### src/rtl/dbell_pkg.sv
`timescale 1ns/1ps
package dbell_pkg;
  typedef enum logic [1:0] {
    OP_SEND       = 2'd0,
    OP_CLEAR      = 2'd1,
    OP_CLEAR_PRIV = 2'd2,
    OP_SYNC       = 2'd3
  } dbOp_e;

  // per-thread strobes from control to datapath
  typedef struct packed {
    logic send;
    logic clrSelf;
    logic clrPriv;
  } dbStrobe_t;
endpackage

### src/rtl/dbell_ctrl.sv
`timescale 1ns/1ps
module dbell_ctrl import dbell_pkg::*; #(
  parameter int NUM_THREADS = 4,
  parameter int OP_W        = 64,
  parameter int TYPE_LSB    = 27,
  parameter int TYPE_W      = 5,
  parameter int BELL_TYPE   = 5
) (
  input  logic                        clk,
  input  logic                        rstN,
  input  logic [NUM_THREADS-1:0]      opValid,
  input  logic [2*NUM_THREADS-1:0]    opKind,
  input  logic [NUM_THREADS-1:0]      opPriv,
  input  logic [OP_W*NUM_THREADS-1:0] opData,
  output dbStrobe_t [NUM_THREADS-1:0] strobes
);
  localparam logic [TYPE_W-1:0] BELL_CODE = TYPE_W'(BELL_TYPE);

  for (genvar t = 0; t < NUM_THREADS; t++) begin : g_dec
    logic  typeOk;
    dbOp_e kind;
    assign typeOk = (opData[t*OP_W + TYPE_LSB +: TYPE_W] == BELL_CODE);
    assign kind   = dbOp_e'(opKind[2*t +: 2]);

    assign strobes[t].send    = opValid[t] && typeOk && (kind == OP_SEND);
    assign strobes[t].clrSelf = opValid[t] && typeOk && (kind == OP_CLEAR);

    if (t == 0) begin : g_noStatus
      // thread 0 has no status bit below it
      assign strobes[t].clrPriv = 1'b0;
    end else begin : g_status
      assign strobes[t].clrPriv = opValid[t] && typeOk && opPriv[t] &&
                                  (kind == OP_CLEAR_PRIV);
    end

    assert_priv_gate_R8: assert property (@(posedge clk) disable iff (!rstN)
      strobes[t].clrPriv |-> opPriv[t]);
    assert_one_action_R9: assert property (@(posedge clk) disable iff (!rstN)
      $onehot0({strobes[t].send, strobes[t].clrSelf, strobes[t].clrPriv}));
  end
endmodule

### src/rtl/dbell_dpath.sv
`timescale 1ns/1ps
module dbell_dpath import dbell_pkg::*; #(
  parameter int NUM_THREADS = 4,
  parameter int OP_W        = 64,
  parameter int PID_W       = 32,
  parameter int TAG_W       = 20,
  parameter int TIDX_W      = 2
) (
  input  logic                        clk,
  input  logic                        rstN,
  input  dbStrobe_t [NUM_THREADS-1:0] strobes,
  input  logic [OP_W*NUM_THREADS-1:0] opData,
  input  logic                        cfgWe,
  input  logic                        cfgSel,
  input  logic [TIDX_W-1:0]           cfgThread,
  input  logic [PID_W-1:0]            cfgData,
  output logic [NUM_THREADS-1:0]      pendIrq,
  output logic [NUM_THREADS-1:0]      pendStatus
);
  logic [PID_W-1:0]       idReg [NUM_THREADS];
  logic [NUM_THREADS-1:0] setHit, clrSelf, privClr, statSet, sendVec;

  // tag comparison: every sender against every other thread
  always_comb begin
    setHit = '0;
    for (int j = 0; j < NUM_THREADS; j++) begin
      for (int i = 0; i < NUM_THREADS; i++) begin
        if (i != j && strobes[i].send &&
            idReg[j][TAG_W-1:0] == opData[i*OP_W +: TAG_W])
          setHit[j] = 1'b1;
      end
    end
  end

  always_comb begin
    privClr = '0;
    for (int k = 0; k < NUM_THREADS; k++) begin
      sendVec[k] = strobes[k].send;
      clrSelf[k] = strobes[k].clrSelf;
      if (k + 1 < NUM_THREADS) privClr[k] = strobes[k+1].clrPriv;
    end
    statSet = (cfgWe && cfgSel) ? cfgData[NUM_THREADS-1:0] : '0;
  end

  always_ff @(posedge clk or negedge rstN) begin
    if (!rstN) begin
      pendIrq    <= '0;
      pendStatus <= '0;
      for (int t = 0; t < NUM_THREADS; t++) idReg[t] <= PID_W'(t);
    end else begin
      // set is applied after clear, so it wins
      pendIrq    <= (pendIrq & ~clrSelf) | setHit;
      pendStatus <= (pendStatus & ~privClr) | statSet;
      for (int t = 0; t < NUM_THREADS; t++)
        if (cfgWe && !cfgSel && cfgThread == TIDX_W'(t)) idReg[t] <= cfgData;
    end
  end

  for (genvar t = 0; t < NUM_THREADS; t++) begin : g_chk
    assert_hold_R5: assert property (@(posedge clk) disable iff (!rstN)
      pendIrq[t] && !clrSelf[t] |=> pendIrq[t]);
    assert_clear_R6: assert property (@(posedge clk) disable iff (!rstN)
      clrSelf[t] && !setHit[t] |=> !pendIrq[t]);
    assert_set_wins_R10: assert property (@(posedge clk) disable iff (!rstN)
      setHit[t] |=> pendIrq[t]);
    assert_stat_clear_R7: assert property (@(posedge clk) disable iff (!rstN)
      privClr[t] && !statSet[t] |=> !pendStatus[t]);
    assert_stat_set_R11: assert property (@(posedge clk) disable iff (!rstN)
      statSet[t] |=> pendStatus[t]);
    assert_self_excl_R4: assert property (@(posedge clk) disable iff (!rstN)
      sendVec[t] && $countones(sendVec) == 1 && !pendIrq[t] |=> !pendIrq[t]);
  end
endmodule

### src/rtl/dbell_unit.sv
`timescale 1ns/1ps
module dbell_unit import dbell_pkg::*; #(
  parameter int NUM_THREADS = 4,
  parameter int OP_W        = 64,
  parameter int PID_W       = 32,
  parameter int TAG_W       = 20,
  parameter int TYPE_LSB    = 27,
  parameter int TYPE_W      = 5,
  parameter int BELL_TYPE   = 5,
  localparam int TIDX_W     = (NUM_THREADS > 1) ? $clog2(NUM_THREADS) : 1
) (
  input  logic                        clk,
  input  logic                        rstN,
  input  logic [NUM_THREADS-1:0]      opValid,
  input  logic [2*NUM_THREADS-1:0]    opKind,
  input  logic [NUM_THREADS-1:0]      opPriv,
  input  logic [OP_W*NUM_THREADS-1:0] opData,
  input  logic                        cfgWe,
  input  logic                        cfgSel,
  input  logic [TIDX_W-1:0]           cfgThread,
  input  logic [PID_W-1:0]            cfgData,
  output logic [NUM_THREADS-1:0]      pendIrq,
  output logic [NUM_THREADS-1:0]      pendStatus
);
  dbStrobe_t [NUM_THREADS-1:0] strobes;

  dbell_ctrl #(
    .NUM_THREADS(NUM_THREADS), .OP_W(OP_W), .TYPE_LSB(TYPE_LSB),
    .TYPE_W(TYPE_W), .BELL_TYPE(BELL_TYPE)
  ) u_ctrl (
    .clk(clk), .rstN(rstN), .opValid(opValid), .opKind(opKind),
    .opPriv(opPriv), .opData(opData), .strobes(strobes)
  );

  dbell_dpath #(
    .NUM_THREADS(NUM_THREADS), .OP_W(OP_W), .PID_W(PID_W),
    .TAG_W(TAG_W), .TIDX_W(TIDX_W)
  ) u_dpath (
    .clk(clk), .rstN(rstN), .strobes(strobes), .opData(opData),
    .cfgWe(cfgWe), .cfgSel(cfgSel), .cfgThread(cfgThread), .cfgData(cfgData),
    .pendIrq(pendIrq), .pendStatus(pendStatus)
  );

  assert_idle_stable_R5: assert property (@(posedge clk) disable iff (!rstN)
    (opValid == '0 && !cfgWe) |=> ($stable(pendIrq) && $stable(pendStatus)));
endmodule

### config.mk
export PLATFORM = sky130hd
export DESIGN_NAME = dbell_unit
export DESIGN_NICKNAME = d
export VERILOG_FILES = /design/src/rtl/dbell_pkg.sv /design/src/rtl/dbell_ctrl.sv /design/src/rtl/dbell_dpath.sv /design/src/rtl/dbell_unit.sv
export SDC_FILE = /design/constraint.sdc
export NUM_CORES = 1
export LEC_CHECK = 0
export ABC_AREA = 1
export BUFFER_PORTS_ARGS = -buffer_cell sky130_fd_sc_hd__buf_2
export CORE_MARGIN = 8
export CORE_UTILIZATION = 46
export DETAILED_ROUTE_END_ITERATION = 7
export GPL_TIMING_DRIVEN = 0
export PLACE_DENSITY_LB_ADDON = 0.3
export SYNTH_ARGS = -nofsm -noshare
export SYNTH_HDL_FRONTEND = slang
export SYNTH_SLANG_ARGS = --single-unit
### constraint.sdc
create_clock -name clk -period 3.6 [get_ports clk]
set_input_delay 0.72 -clock clk [delete_from_list [all_inputs] [get_ports clk]]
set_output_delay 0.72 -clock clk [all_outputs]
set_load 0.01 [all_outputs]
### Yosys cells after proc, flatten, opt, wreduce, memory -nomap -nowiden

Cells that the tools add are included.

| operators by class | value |
|---|---|
| bitwise operators | 6 |
| multiplexer cells | 13 |
| reduce and logical (&&, ||, !) cells | 42 |
| eq/ne operators | 26 |

Operators with widths:

| operator | number |
|---|---|
| equality test 20 bit | 12 |
| logical AND 1 bit | 36 |
| equality test 5 x 3 -> 1 bit (second input constant) | 4 |
| 2-to-1 mux 1 bit | 12 |
| equality test 2 x 1 -> 1 bit (second input constant) | 5 |
| equality test 2 bit (second input constant) | 5 |
| zero test 2 bit | 5 |
| AND 4 bit | 2 |
| OR 4 bit | 2 |
| 2-to-1 mux 4 bit | 1 |
| NOT 3 -> 4 bit | 1 |
| NOT 4 bit | 1 |
| zero test 1 bit | 1 |

| word-level totals | value |
|---|---|
| flip-flop bits (word level) | 88 |
| output and inout port bits | 8 |

### Longest topological paths before layout

Gate-level depths: netlist (run 1).

| logic depth | value |
|---|---|
| word-level depth | 8 |
| mapped depth | 10 |

### Hierarchy

From an unflattened synthesis (run 1), not the netlist that was laid out.

| second synthesis, totals | value |
|---|---|
| cells, all modules | 1409 |
| area, all modules | 7498.4 µm² |

By module, submodules not included:

| module | cells each | area each (µm²) | times used |
|---|---|---|---|
| dbell_dpath | 1354 | 7277.0 | 1 |
| dbell_ctrl | 55 | 221.5 | 1 |

### Least setup slack after synthesis (run 1)

No wires, ideal clock.

| timing path | value |
|---|---|
| path kind | input -> register |
| start | input cfgWe |
| end | register u_dpath.idReg[65] (netlist name) |
| buffers on the path | 1 |
| setup time | 0.130 ns |
| required time | 3.470 ns |
| arrival time | 1.300 ns |
| setup slack | 2.170 ns |
| cell stages on the path | 6 |
| cells stage by stage | inv_1 -> nor2_4 -> nand3_1 -> clkbuf_1 -> nand2_1 -> o21ai_1 |

| on the way | value |
|---|---|
| longest elaborated chain between the ends | 2 |

RTL lines:

| what | RTL line | RTL |
|---|---|---|
| start, declared | dbell_unit.sv:18 | `input logic cfgWe,` |
| logical AND 1 bit (2 in series) | dbell_dpath.sv:55 | `if (cfgWe && !cfgSel && cfgThread == TIDX_W'(t)) idReg[t] <= cfgData;` |
| end signal, assigned by index | dbell_dpath.sv:55 |  |
| end, declared | dbell_dpath.sv:20 | `logic [PID_W-1:0] idReg [NUM_THREADS];` |

Every way passes these cells.
A chain may end at the register's enable or synchronous reset.

### Final worst setup path (run 1)

| timing path | value |
|---|---|
| start | register u_dpath.pendIrq[0] |
| end | output pendIrq[0] |

RTL lines:

| what | RTL line | RTL |
|---|---|---|
| start, declared | dbell_dpath.sv:17 | `output logic [NUM_THREADS-1:0] pendIrq,` |
| start signal, assigned | dbell_dpath.sv:52 | `pendIrq <= (pendIrq & ~clrSelf) \| setHit;` |
| end, declared | dbell_unit.sv:22 | `output logic [NUM_THREADS-1:0] pendIrq,` |

No word-level cell between the ends.

==> results of run 1 <==
-- state kept, by name (all words and copies together) (netlist names) --
signal / flops
u_dpath.idReg: 80
u_dpath.pendIrq: 4
u_dpath.pendStatus: 4
-- synthesized netlist by cell type --
| cell | instances |
|---|---|
| nand2_1 | 812 |
| nor2_1 | 170 |
| inv_1 | 161 |
| dfrtp_1 | 84 |
| o21ai_0 | 49 |
| o21ai_1 | 36 |
| inv_2 | 34 |
| xor2_1 | 24 |
| nand3_1 | 19 |
| clkbuf_1 | 12 |
| buf_2 | 4 |
| dfstp_2 | 4 |
| nand4_1 | 3 |
| o31ai_1 | 3 |
| and2_1 | 1 |
| nand3_2 | 1 |
| nor2_4 | 1 |
| nor3_1 | 1 |
| o21bai_1 | 1 |
-- cell families (layout without fill, tap and decap cells) --
kind of cell / Yosys count / after routing / share of synthesized area
xor+xnor: 24 / 24 / 0.02802
buf+inv: 211 / 376 / 0.1062
flops: 88 / 88 / 0.2942
simple gates: 1008 / 1008 / 0.5108
compound gates: 89 / 89 / 0.06071
-- per-stage QoR --
step | area, um2 | std cells
final | 8808 | 1801
after global routing | 8808 | 1801
after CTS | 8808 | 1801
after detailed placement | 8543 | 1785
after global placement | 8513 | 1784
after floorplan | 7502 | 1420
-- worst paths after layout --
check                                        endpoint             startpoint
worst max-delay path                       pendIrq[0]     u_dpath.pendIrq[0]
worst min register to register  u_dpath.pendStatus[3]  u_dpath.pendStatus[3]
max in group asynchronous           u_dpath.idReg[45]                   rstN
worst max register to register     u_dpath.pendIrq[1]      u_dpath.idReg[64]
worst min-delay path                 u_dpath.idReg[6]                   rstN
min in group clk                u_dpath.pendStatus[3]  u_dpath.pendStatus[3]
-- cells in the final DEF, fill, tap and decap left out, drive strengths merged, types with 5 or more instances in the layout --
cell type  instances
buf              153
clkbuf            22
clkinv             5
dfrtp             84
inv              195
nand2            812
nand3             20
nor2             171
o21ai             85
xor2              24
-- metal layers --
metal / part of all wire / vias to the layer above / wire length [um] / GRT usage
met5: 0.00073 / - / 18 / 0
met4: 0.020 / 2 / 490 / 0.07416
met3: 0.084 / 31 / 2065 / 0.05242
met2: 0.43 / 314 / 10580 / 0.3710
met1: 0.46 / 3728 / 11430 / 0.3327
li1: - / 4524 / - / -
-- final cells by class --
class | count | share of cell area
Buffer | 16 | 0.007386
Clock buffer | 10 | 0.02599
Clock inverter | 6 | 0.004119
Inverter | 195 | 0.08310
Multi-Input combinational cell | 1121 | 0.5107
Sequential cell | 88 | 0.2506
Tap cell | 216 | 0.03068
Timing Repair Buffer | 149 | 0.08750
-- power by group --
part | switching [W] | internal, W | total, W
registers | 0.000269 | 0.00116 | 0.00143
logic | 0.000758 | 0.000466 | 0.00122
clock network | 0.000399 | 0.000464 | 0.000863
==> flow_metrics.py, run 1 <==
metrics = {
    "sta": {
        "post-route-period-util": 0.4616,
        "relSlewSlack": 0.5388,
        "layout_min_cycle_time_ns": 1.662,
        "timing.fmax_ghz": 0.6018,
        "finClkSkew_ns": 0.007105,
        "setup_viol": 0,
        "final-hold-violation-count": 0,
        "rsz0062_at_grt": "false",
        "timing.final.ws_setup_ns": 1.938,
        "fin_hold_ws_ns": 0.2695,
        "worst_pin_slew_ns": 0.6918,
        "timing.setup.tns_ns": 0,
        "drv_slew": 0,
    },
    "drt": {
        "drt-initial-drc-count": 793,
        "ant_nets": 0,
        "wire_per_inst_um": 13.65,
        "num_vias": 8599,
        "vias_per_cell": 4.775,
        "firstDrtPassIters": 5,
        "drc": 0,
        "routed_wl_um": 24590,
    },
    "worst_setup_path": {
        "path_class": "reg2out",
        "slowest_stage": "dfrtp_1",
        "startpoint_type": "register",
        "cp_num_cells": 1,
        "cp_slowest_stage_delay_ns": 0.43,
        "r2r_cells": 10,
        "cp_top_family": "flip-flops",
        "cp_max_fo": 2,
        "cp_data_arrival_time_ns": 0.94,
        "rrSetupSlack_ns": 2.18,
        "crit_path_end_kind": "output pin",
        "path_buf_inv": 1,
        "worstPathCellList": "buf_2",
        "worst-endpoint-required_ns": 2.88,
    },
    "synthesis": {
        "netlist_instances": 1420,
        "syn_area_per_cell_um2": 5.283,
        "ys_warn_count": 0,
        "syn_nets": 1730,
        "synth_top_area_cell": "nand2_1",
        "syn-cell-area_um2": 7502,
        "synth.top_cell.area_share": 0.4063,
        "yosys_register_bits": 88,
        "ys_top_cells_by_area": "nand2_1 (41%), dfrtp_1 (28%), nor2_1 (8.5%)",
        "seq_area_frac_synth": 0.2942,
        "ys_types": 19,
    },
    "run": {
        "drv_cap": 0,
    },
    "global_route": {
        "grt_pass1_vias": 7595,
        "grt_pass1_wl_um": 38250,
        "grt.overflow.total": 0,
        "grt_start_max_net_pins": 67,
        "track_usage": 0.2418,
        "antenna_found_initial": 1,
    },
    "die": {
        "start_util": 0.4706,
        "core_area_um2": 15940,
        "die_area_um2": 20650,
        "io_pins": 318,
        "die_h_um": 143.7,
        "die_w_um": 143.7,
        "rows": 46,
    },
    "cts": {
        "cts_tree": "built",
        "clk_pin_slew_ns": 0.07,
        "cts_setup_buffers": 0,
        "cts.sinks": 88,
        "cts_buffer_depth": 2,
        "cts_root_buf": "clkbuf_16",
        "numCtsBuffers": 9,
        "cts.repair.resized": 0,
        "h-tree-depth": 3,
        "hold_buffers": 0,
        "clock_latency_ns": 0.35,
    },
    "hold_path": {
        "hold_path_class": "in2async",
    },
    "power_and_ir_drop": {
        "finalPower_w": 0.003520,
        "total_leakage_power_nw": 5.457,
        "power.density_nw_per_um2": 399.6,
        "peakVddDrop_mv": 0.2654,
    },
    "cells_and_area": {
        "utilization": 0.5525,
        "regArea_um2": 2207,
        "fillerInstances": 1675,
        "multiInputGateArea_um2": 4498,
        "diodes": 0,
        "area_growth_pct": 17.41,
        "drive_gt1_frac": 0.1312,
        "final_nets": 1890,
    },
    "place": {
        "place_ws_ns": 1.688,
        "portBuffers": 148,
        "place_congestion": 0.9268,
        "place_hpwl_um": 20110,
    },
    "status": {
        "outcome": "finished clean",
    },
}
(Power assumes the default switching activity.)
==> run 2, diff against run 1 <==
--- a/config.mk
+++ b/config.mk
@@ -5,7 +5,7 @@
 export SDC_FILE = /design/constraint.sdc
 export NUM_CORES = 1
 export LEC_CHECK = 0
-export ABC_AREA = 1
+export ABC_AREA = 0
 export BUFFER_PORTS_ARGS = -buffer_cell sky130_fd_sc_hd__buf_2
 export CORE_MARGIN = 8
 export CORE_UTILIZATION = 46
==> constraint.sdc (replaced) <==
create_clock -name clk -period 1.73 [get_ports clk]
set_input_delay 0.346 -clock clk [delete_from_list [all_inputs] [get_ports clk]]
set_output_delay 0.346 -clock clk [all_outputs]
set_load 0.01 [all_outputs]
==> flow_metrics.py, run 2 <==
metrics = {
    "status": {
        "outcome": "complete, but fails checks",
        "violations": "negative setup slack",
    },
    "sta": {
        "finClkSkew_ns": 0.005905,
        "worst_pin_slew_ns": 0.5757,
        "final-hold-violation-count": 0,
        "relSlewSlack": 0.6127,
        "setup_viol": 2,
        "post-route-period-util": 1.034,
        "timing.final.ws_setup_ns": -0.05847,
        "timing.fmax_ghz": 0.5591,
        "drv_slew": 0,
        "layout_min_cycle_time_ns": 1.788,
        "timing.setup.tns_ns": -0.06502,
        "rsz0062_at_grt": "true",
    },
    "global_route": {
        "grt_pass1_vias": 5673,
        "grt_pass1_wl_um": 37740,
        "track_usage": 0.3010,
        "grt_start_max_net_pins": 62,
        "antenna_found_initial": 1,
        "grt.overflow.total": 0,
    },
    "synthesis": {
        "synth_ff_type": "dfrtp_1",
        "syn_nets": 854,
        "synth.top_cell.area_share": 0.3441,
        "yosys.cell_count.top_type": "xnor2_1",
        "seq_area_frac_synth": 0.3613,
        "syn-cell-area_um2": 6110,
        "syn_area_per_cell_um2": 11.23,
        "ys_warn_count": 0,
        "netlist_instances": 544,
        "yosys-top-cells-count": "xnor2_1 (140), xor2_1 (100), dfrtp_1 (84), mux2_1 (80), nand4_1 (42)",
        "ys_types": 27,
        "yosys_register_bits": 88,
        "ys_top_cells_by_area": "dfrtp_1 (34%), xnor2_1 (20%), mux2_1 (15%)",
        "synth_edf_count": 0,
        "synth_top_area_cell": "dfrtp_1",
        "async_reset_ff_frac": 1.000,
    },
    "place": {
        "portBuffers": 148,
        "placed_area_um2": 7101,
        "place_hpwl_um": 21200,
        "place_congestion": 1.037,
    },
    "cells_and_area": {
        "finalInstanceArea_um2": 7651,
        "fillerInstances": 1142,
        "regArea_um2": 2213,
        "mostFrequentLayoutCells": "buf_2 (155), xnor2_1 (138), xor2_1 (96), mux2_1 (80), dfrtp_1 (79)",
        "diodes": 0,
        "multiInputGateArea_um2": 4021,
        "top_regs": "u_dpath.idReg x80, u_dpath.pendIrq x4, u_dpath.pendStatus x4",
        "top_register": "u_dpath.idReg",
        "drive_gt1_frac": 0.3028,
        "final_common_cell": "buf_2",
        "final_nets": 1025,
        "area_growth_pct": 25.23,
        "largest_register_ffs": 80,
    },
    "worst_setup_path": {
        "startpoint_type": "register",
        "cp_max_fo": 4,
        "crit_path_end_kind": "register",
        "rrSetupSlack_ns": -0.06,
        "path_class": "reg2reg",
        "worst-endpoint-required_ns": 2.02,
        "cp_data_arrival_time_ns": 2.08,
    },
    "drt": {
        "firstDrtPassIters": 5,
        "vias_per_cell": 5.760,
        "drc": 0,
        "wire_per_inst_um": 28.94,
        "routed_wl_um": 25930,
        "drt-initial-drc-count": 421,
        "num_vias": 5161,
        "ant_nets": 0,
    },
    "cts": {
        "clock_latency_ns": 0.36,
        "numCtsBuffers": 9,
        "clk_pin_slew_ns": 0.06,
        "cts_buffer_depth": 2,
        "cts_tree": "built",
        "h-tree-depth": 3,
        "cts_root_buf": "clkbuf_16",
        "cts.sinks": 88,
    },
    "power_and_ir_drop": {
        "power.density_nw_per_um2": 1051,
        "p_switching_w": 0.003085,
        "intPower_w": 0.004958,
        "peakVddDrop_mv": 0.6193,
        "total_leakage_power_nw": 3.091,
        "sw_frac_of_total": 0.3835,
        "comb_power_share": 0.342,
        "clkPwrFrac": 0.253,
        "seq_power_share": 0.405,
    },
    "die": {
        "rows": 42,
        "die_area_um2": 17230,
        "die_h_um": 131.2,
        "start_util": 0.4669,
        "io_pins": 318,
        "core_area_um2": 13090,
        "die_w_um": 131.2,
    },
    "hold_path": {
        "hold_path_class": "in2reg",
    },
    "run": {
        "drv_cap": 0,
    },
}
run 2: cell count changes in the layout (fill, tap and decap cells not counted), sizes merged, moves of 14 or more:
cell | before | now
xnor2 | 0 | 140
xor2 | 24 | 100
nand2 | 812 | 9
nor4 | 0 | 29
mux2 | 0 | 80
nand4 | 3 | 42
o21ai | 85 | 1
inv | 195 | 0
nor2 | 171 | 2
buf | 153 | 167
run 2: what timing repair did:
| item | in CTS | in global routing |
|---|---|---|
| gates resized for setup | 12 | 17 |
| setup buffers | 3 | 7 |
| hold buffers | 1 | 0 |
| pin swaps | 6 | 13 |
| endpoints found under the setup margin | 2 | 3 |
| endpoints found under the hold margin | 25 | 0 |
run 2: layout make-up:
class / count / area share
flip-flops and latches: 88 / 0.2893
clock inverters: 4 / 0.007032
repair buffers: 160 / 0.1119
clock buffers: 12 / 0.03222
well taps: 176 / 0.02878
plain buffers: 8 / 0.005233
multi-input cells: 448 / 0.5256
run 2: cells by family after synthesis:
logic type / after synthesis / synth area share
AO/OA/AOI/OAI: 9 / 0.01126
XOR/XNOR: 240 / 0.3441
buffers and inverters: 8 / 0.006554
flip-flops: 88 / 0.3613
multiplexers: 80 / 0.1474
AND/OR/NAND/NOR: 119 / 0.1294
run 2: through the flow:
stage	cells	utilization	worst slack [ns]	total power, W	hold slack [ns]
2_1_floorplan	544	-	0.3123	0.004564	0.05041
3_3_place_gp	868	0.5404	-0.5284	0.005750	0.4692
3_5_place_dp	869	0.5426	-0.4871	0.005779	0.2995
4_1_cts	889	0.5727	-0.1047	0.007897	0.2370
5_1_grt	896	0.5847	-0.04442	0.008345	0.2492
6_report	896	0.5847	-0.05847	0.008043	0.2457
run 2: power groups by stage:
stage / Combinational, W / Clock (W) / Sequential, W
final: 0.00275 / 0.00204 / 0.00326
after global routing: 0.00290 / 0.00214 / 0.00331
after CTS: 0.00260 / 0.00206 / 0.00323
after detailed placement: 0.00250 / 0 / 0.00328
after global placement: 0.00248 / 0 / 0.00327
after floorplan: 0.00153 / 0 / 0.00303
run 2: path summary, 6_finish.rpt:
check,depth (start not counted),from,end
worst max-delay path,5,u_dpath.idReg[6],u_dpath.pendIrq[3]
worst max register to register,5,u_dpath.idReg[6],u_dpath.pendIrq[3]
min in group asynchronous,2,rstN,u_dpath.idReg[79]
worst min register to register,2,u_dpath.pendStatus[1],u_dpath.pendStatus[1]
max in group asynchronous,3,rstN,u_dpath.idReg[1]
worst min-delay path,2,cfgData[18],u_dpath.idReg[114]
run 2: critical path, cell delays in order (launching register included):
cell,delay [ns]
dfrtp_1,0.44
xor2_1,0.22
nor4_2,0.34
nand4_1,0.20
o31ai_2,0.30
or3_4,0.22
run 2: routing by layer:
layer | up-vias | routed length (um) | GRT usage
li1 | 2263 | - | -
met1 | 2585 | 11070 | 0.3846
met2 | 262 | 11620 | 0.4568
met3 | 51 | 2140 | 0.09261
met4 | 0 | 1099 | 0.1382
met5 | - | 0 | 0
==> run 3, diff against run 2 <==
==> constraint.sdc (replaced) <==
create_clock -name clk -period 1.73 [get_ports clk]
set_input_delay 0.4325 -clock clk [delete_from_list [all_inputs] [get_ports clk]]
set_output_delay 0.4325 -clock clk [all_outputs]
set_load 0.01 [all_outputs]
==> flow_metrics.py, run 3 (synthesis gave the netlist of run 2 again) <==
metrics = {
    "cts": {
        "h-tree-depth": 3,
        "cts.sinks": 88,
        "cts_buffer_depth": 2,
        "clk_pin_slew_ns": 0.07,
        "numCtsBuffers": 9,
        "cts_root_buf": "clkbuf_16",
        "clock_latency_ns": 0.36,
        "cts_tree": "built",
    },
    "status": {
        "violations": "negative hold slack, negative setup slack",
        "outcome": "complete, but fails checks",
    },
    "global_route": {
        "grt_start_max_net_pins": 62,
        "grt_pass1_wl_um": 37760,
        "grt.overflow.total": 0,
        "grt_pass1_vias": 5665,
        "track_usage": 0.3009,
        "antenna_found_initial": 1,
    },
    "power_and_ir_drop": {
        "power.density_nw_per_um2": 1052,
        "peakVddDrop_mv": 0.6190,
        "finalPower_w": 0.008019,
        "total_leakage_power_nw": 3.084,
    },
    "drt": {
        "routed_wl_um": 25850,
        "wire_per_inst_um": 28.88,
        "drc": 0,
        "firstDrtPassIters": 5,
        "drt-initial-drc-count": 434,
        "ant_nets": 0,
        "vias_per_cell": 5.747,
        "num_vias": 5144,
    },
    "hold_path": {
        "hold_path_class": "in2async",
    },
    "worst_setup_path": {
        "r2r_start": "u_dpath.idReg[18]",
        "cp_max_fo": 4,
        "path_buf_inv": 0,
        "startpoint_type": "register",
        "path_class": "reg2reg",
        "r2r_end": "u_dpath.pendIrq[3]",
        "rrSetupSlack_ns": -0.08,
        "slowest_stage": "dfrtp_1",
        "cp_data_arrival_time_ns": 2.10,
        "crit_path_end_kind": "register",
        "worstPathCellList": "xor2_1, nor4_2, nand4_1, o31ai_2, or3_4",
        "cp_top_family": "simple AND/OR/NAND/NOR gates",
        "worst-endpoint-required_ns": 2.02,
        "r2r_cells": 5,
        "cp_slowest_stage_delay_ns": 0.49,
    },
    "sta": {
        "timing.fmax_ghz": 0.5529,
        "worst_pin_slew_ns": 0.5892,
        "rsz0062_at_grt": "true",
        "timing.final.ws_setup_ns": -0.07874,
        "finClkSkew_ns": 0.006711,
        "setup_viol": 2,
        "post-route-period-util": 1.046,
        "final-hold-violation-count": 3,
        "timing.setup.tns_ns": -0.09690,
        "relSlewSlack": 0.6036,
        "layout_min_cycle_time_ns": 1.809,
        "fin_hold_ws_ns": -0.006507,
        "drv_slew": 0,
    },
    "cells_and_area": {
        "drive_gt1_frac": 0.3018,
        "top_register": "u_dpath.idReg",
        "multiInputGateArea_um2": 4005,
        "fillerInstances": 1145,
        "final_common_cell": "buf_2",
        "final_nets": 1024,
        "regArea_um2": 2213,
        "top_regs": "u_dpath.idReg x80, u_dpath.pendIrq x4, u_dpath.pendStatus x4",
        "diodes": 0,
        "mostFrequentLayoutCells": "buf_2 (155), xnor2_1 (138), xor2_1 (97), mux2_1 (80), dfrtp_1 (79)",
        "area_growth_pct": 24.80,
        "largest_register_ffs": 80,
    },
    "die": {
        "io_pins": 318,
        "start_util": 0.4669,
        "die_h_um": 131.2,
        "die_w_um": 131.2,
        "die_area_um2": 17230,
        "core_area_um2": 13090,
        "rows": 42,
    },
    "place": {
        "portBuffers": 148,
        "place_ws_ns": -0.5736,
        "place_hpwl_um": 21200,
        "place_congestion": 1.037,
    },
    "run": {
        "drv_cap": 0,
    },
}
[run 3: cell types whose count changed in the layout (fill, tap and decap cells not counted)]
cell,change
dlygate4sd3_1,-1
nor4_2,+1
nor4_4,-1
xor2_1,+1
xor2_2,-1
[run 3: per-stage QoR]
stage,area [um2],instances,utilization
3_3_place_gp,7071,868,0.5404
2_1_floorplan,6110,544,-
3_5_place_dp,7101,869,0.5426
6_report,7625,895,0.5827
4_1_cts,7491,888,0.5725
5_1_grt,7625,895,0.5827
[run 3: how the worst max path moves through the flow]
stage / start / slack (ns) / cells past startpoint / endpoint
2_1_floorplan: opKind[1] / 0.23 / 4 / u_dpath.pendIrq[3]
3_3_place_gp: opData[17] / -0.61 / 6 / u_dpath.pendIrq[3]
3_5_place_dp: opData[220] / -0.57 / 6 / u_dpath.pendIrq[3]
4_1_cts: u_dpath.idReg[7] / -0.10 / 5 / u_dpath.pendIrq[3]
5_1_grt: u_dpath.idReg[0] / -0.06 / 5 / u_dpath.pendIrq[3]
6_report: u_dpath.idReg[18] / -0.08 / 5 / u_dpath.pendIrq[3]
[run 3: metal layers]
| metal | global-route usage | part of all wire | vias up |
|---|---|---|---|
| li1 | - | - | 2263 |
| met4 | 0.1382 | 0.042 | 0 |
| met3 | 0.09184 | 0.085 | 52 |
| met2 | 0.4565 | 0.45 | 264 |
| met1 | 0.3850 | 0.43 | 2565 |
| met5 | 0 | 0 | - |
[run 3: layout make-up]
| type | count | share of cell area |
|---|---|---|
| Timing Repair Buffer | 159 | 0.1109 |
| Multi-Input combinational cell | 448 | 0.5253 |
| Clock inverter | 4 | 0.007056 |
| Clock buffer | 12 | 0.03233 |
| Sequential cell | 88 | 0.2903 |
| Buffer | 8 | 0.005251 |
| Tap cell | 176 | 0.02888 |
[run 3: what timing repair did]
item | CTS | global route
endpoints found under the setup margin | 4 | 3
pin swaps | 6 | 13
resized for setup | 13 | 14
hold buffers | 0 | 0
buffers inserted | 3 | 7
[run 3: power by group]
group	total (W)	switching, W	internal (W)
Sequential	0.00325	0.000762	0.00249
Combinational	0.00273	0.00143	0.00130
Clock	0.00204	0.000874	0.00116
Total	0.00802	0.00307	0.00495
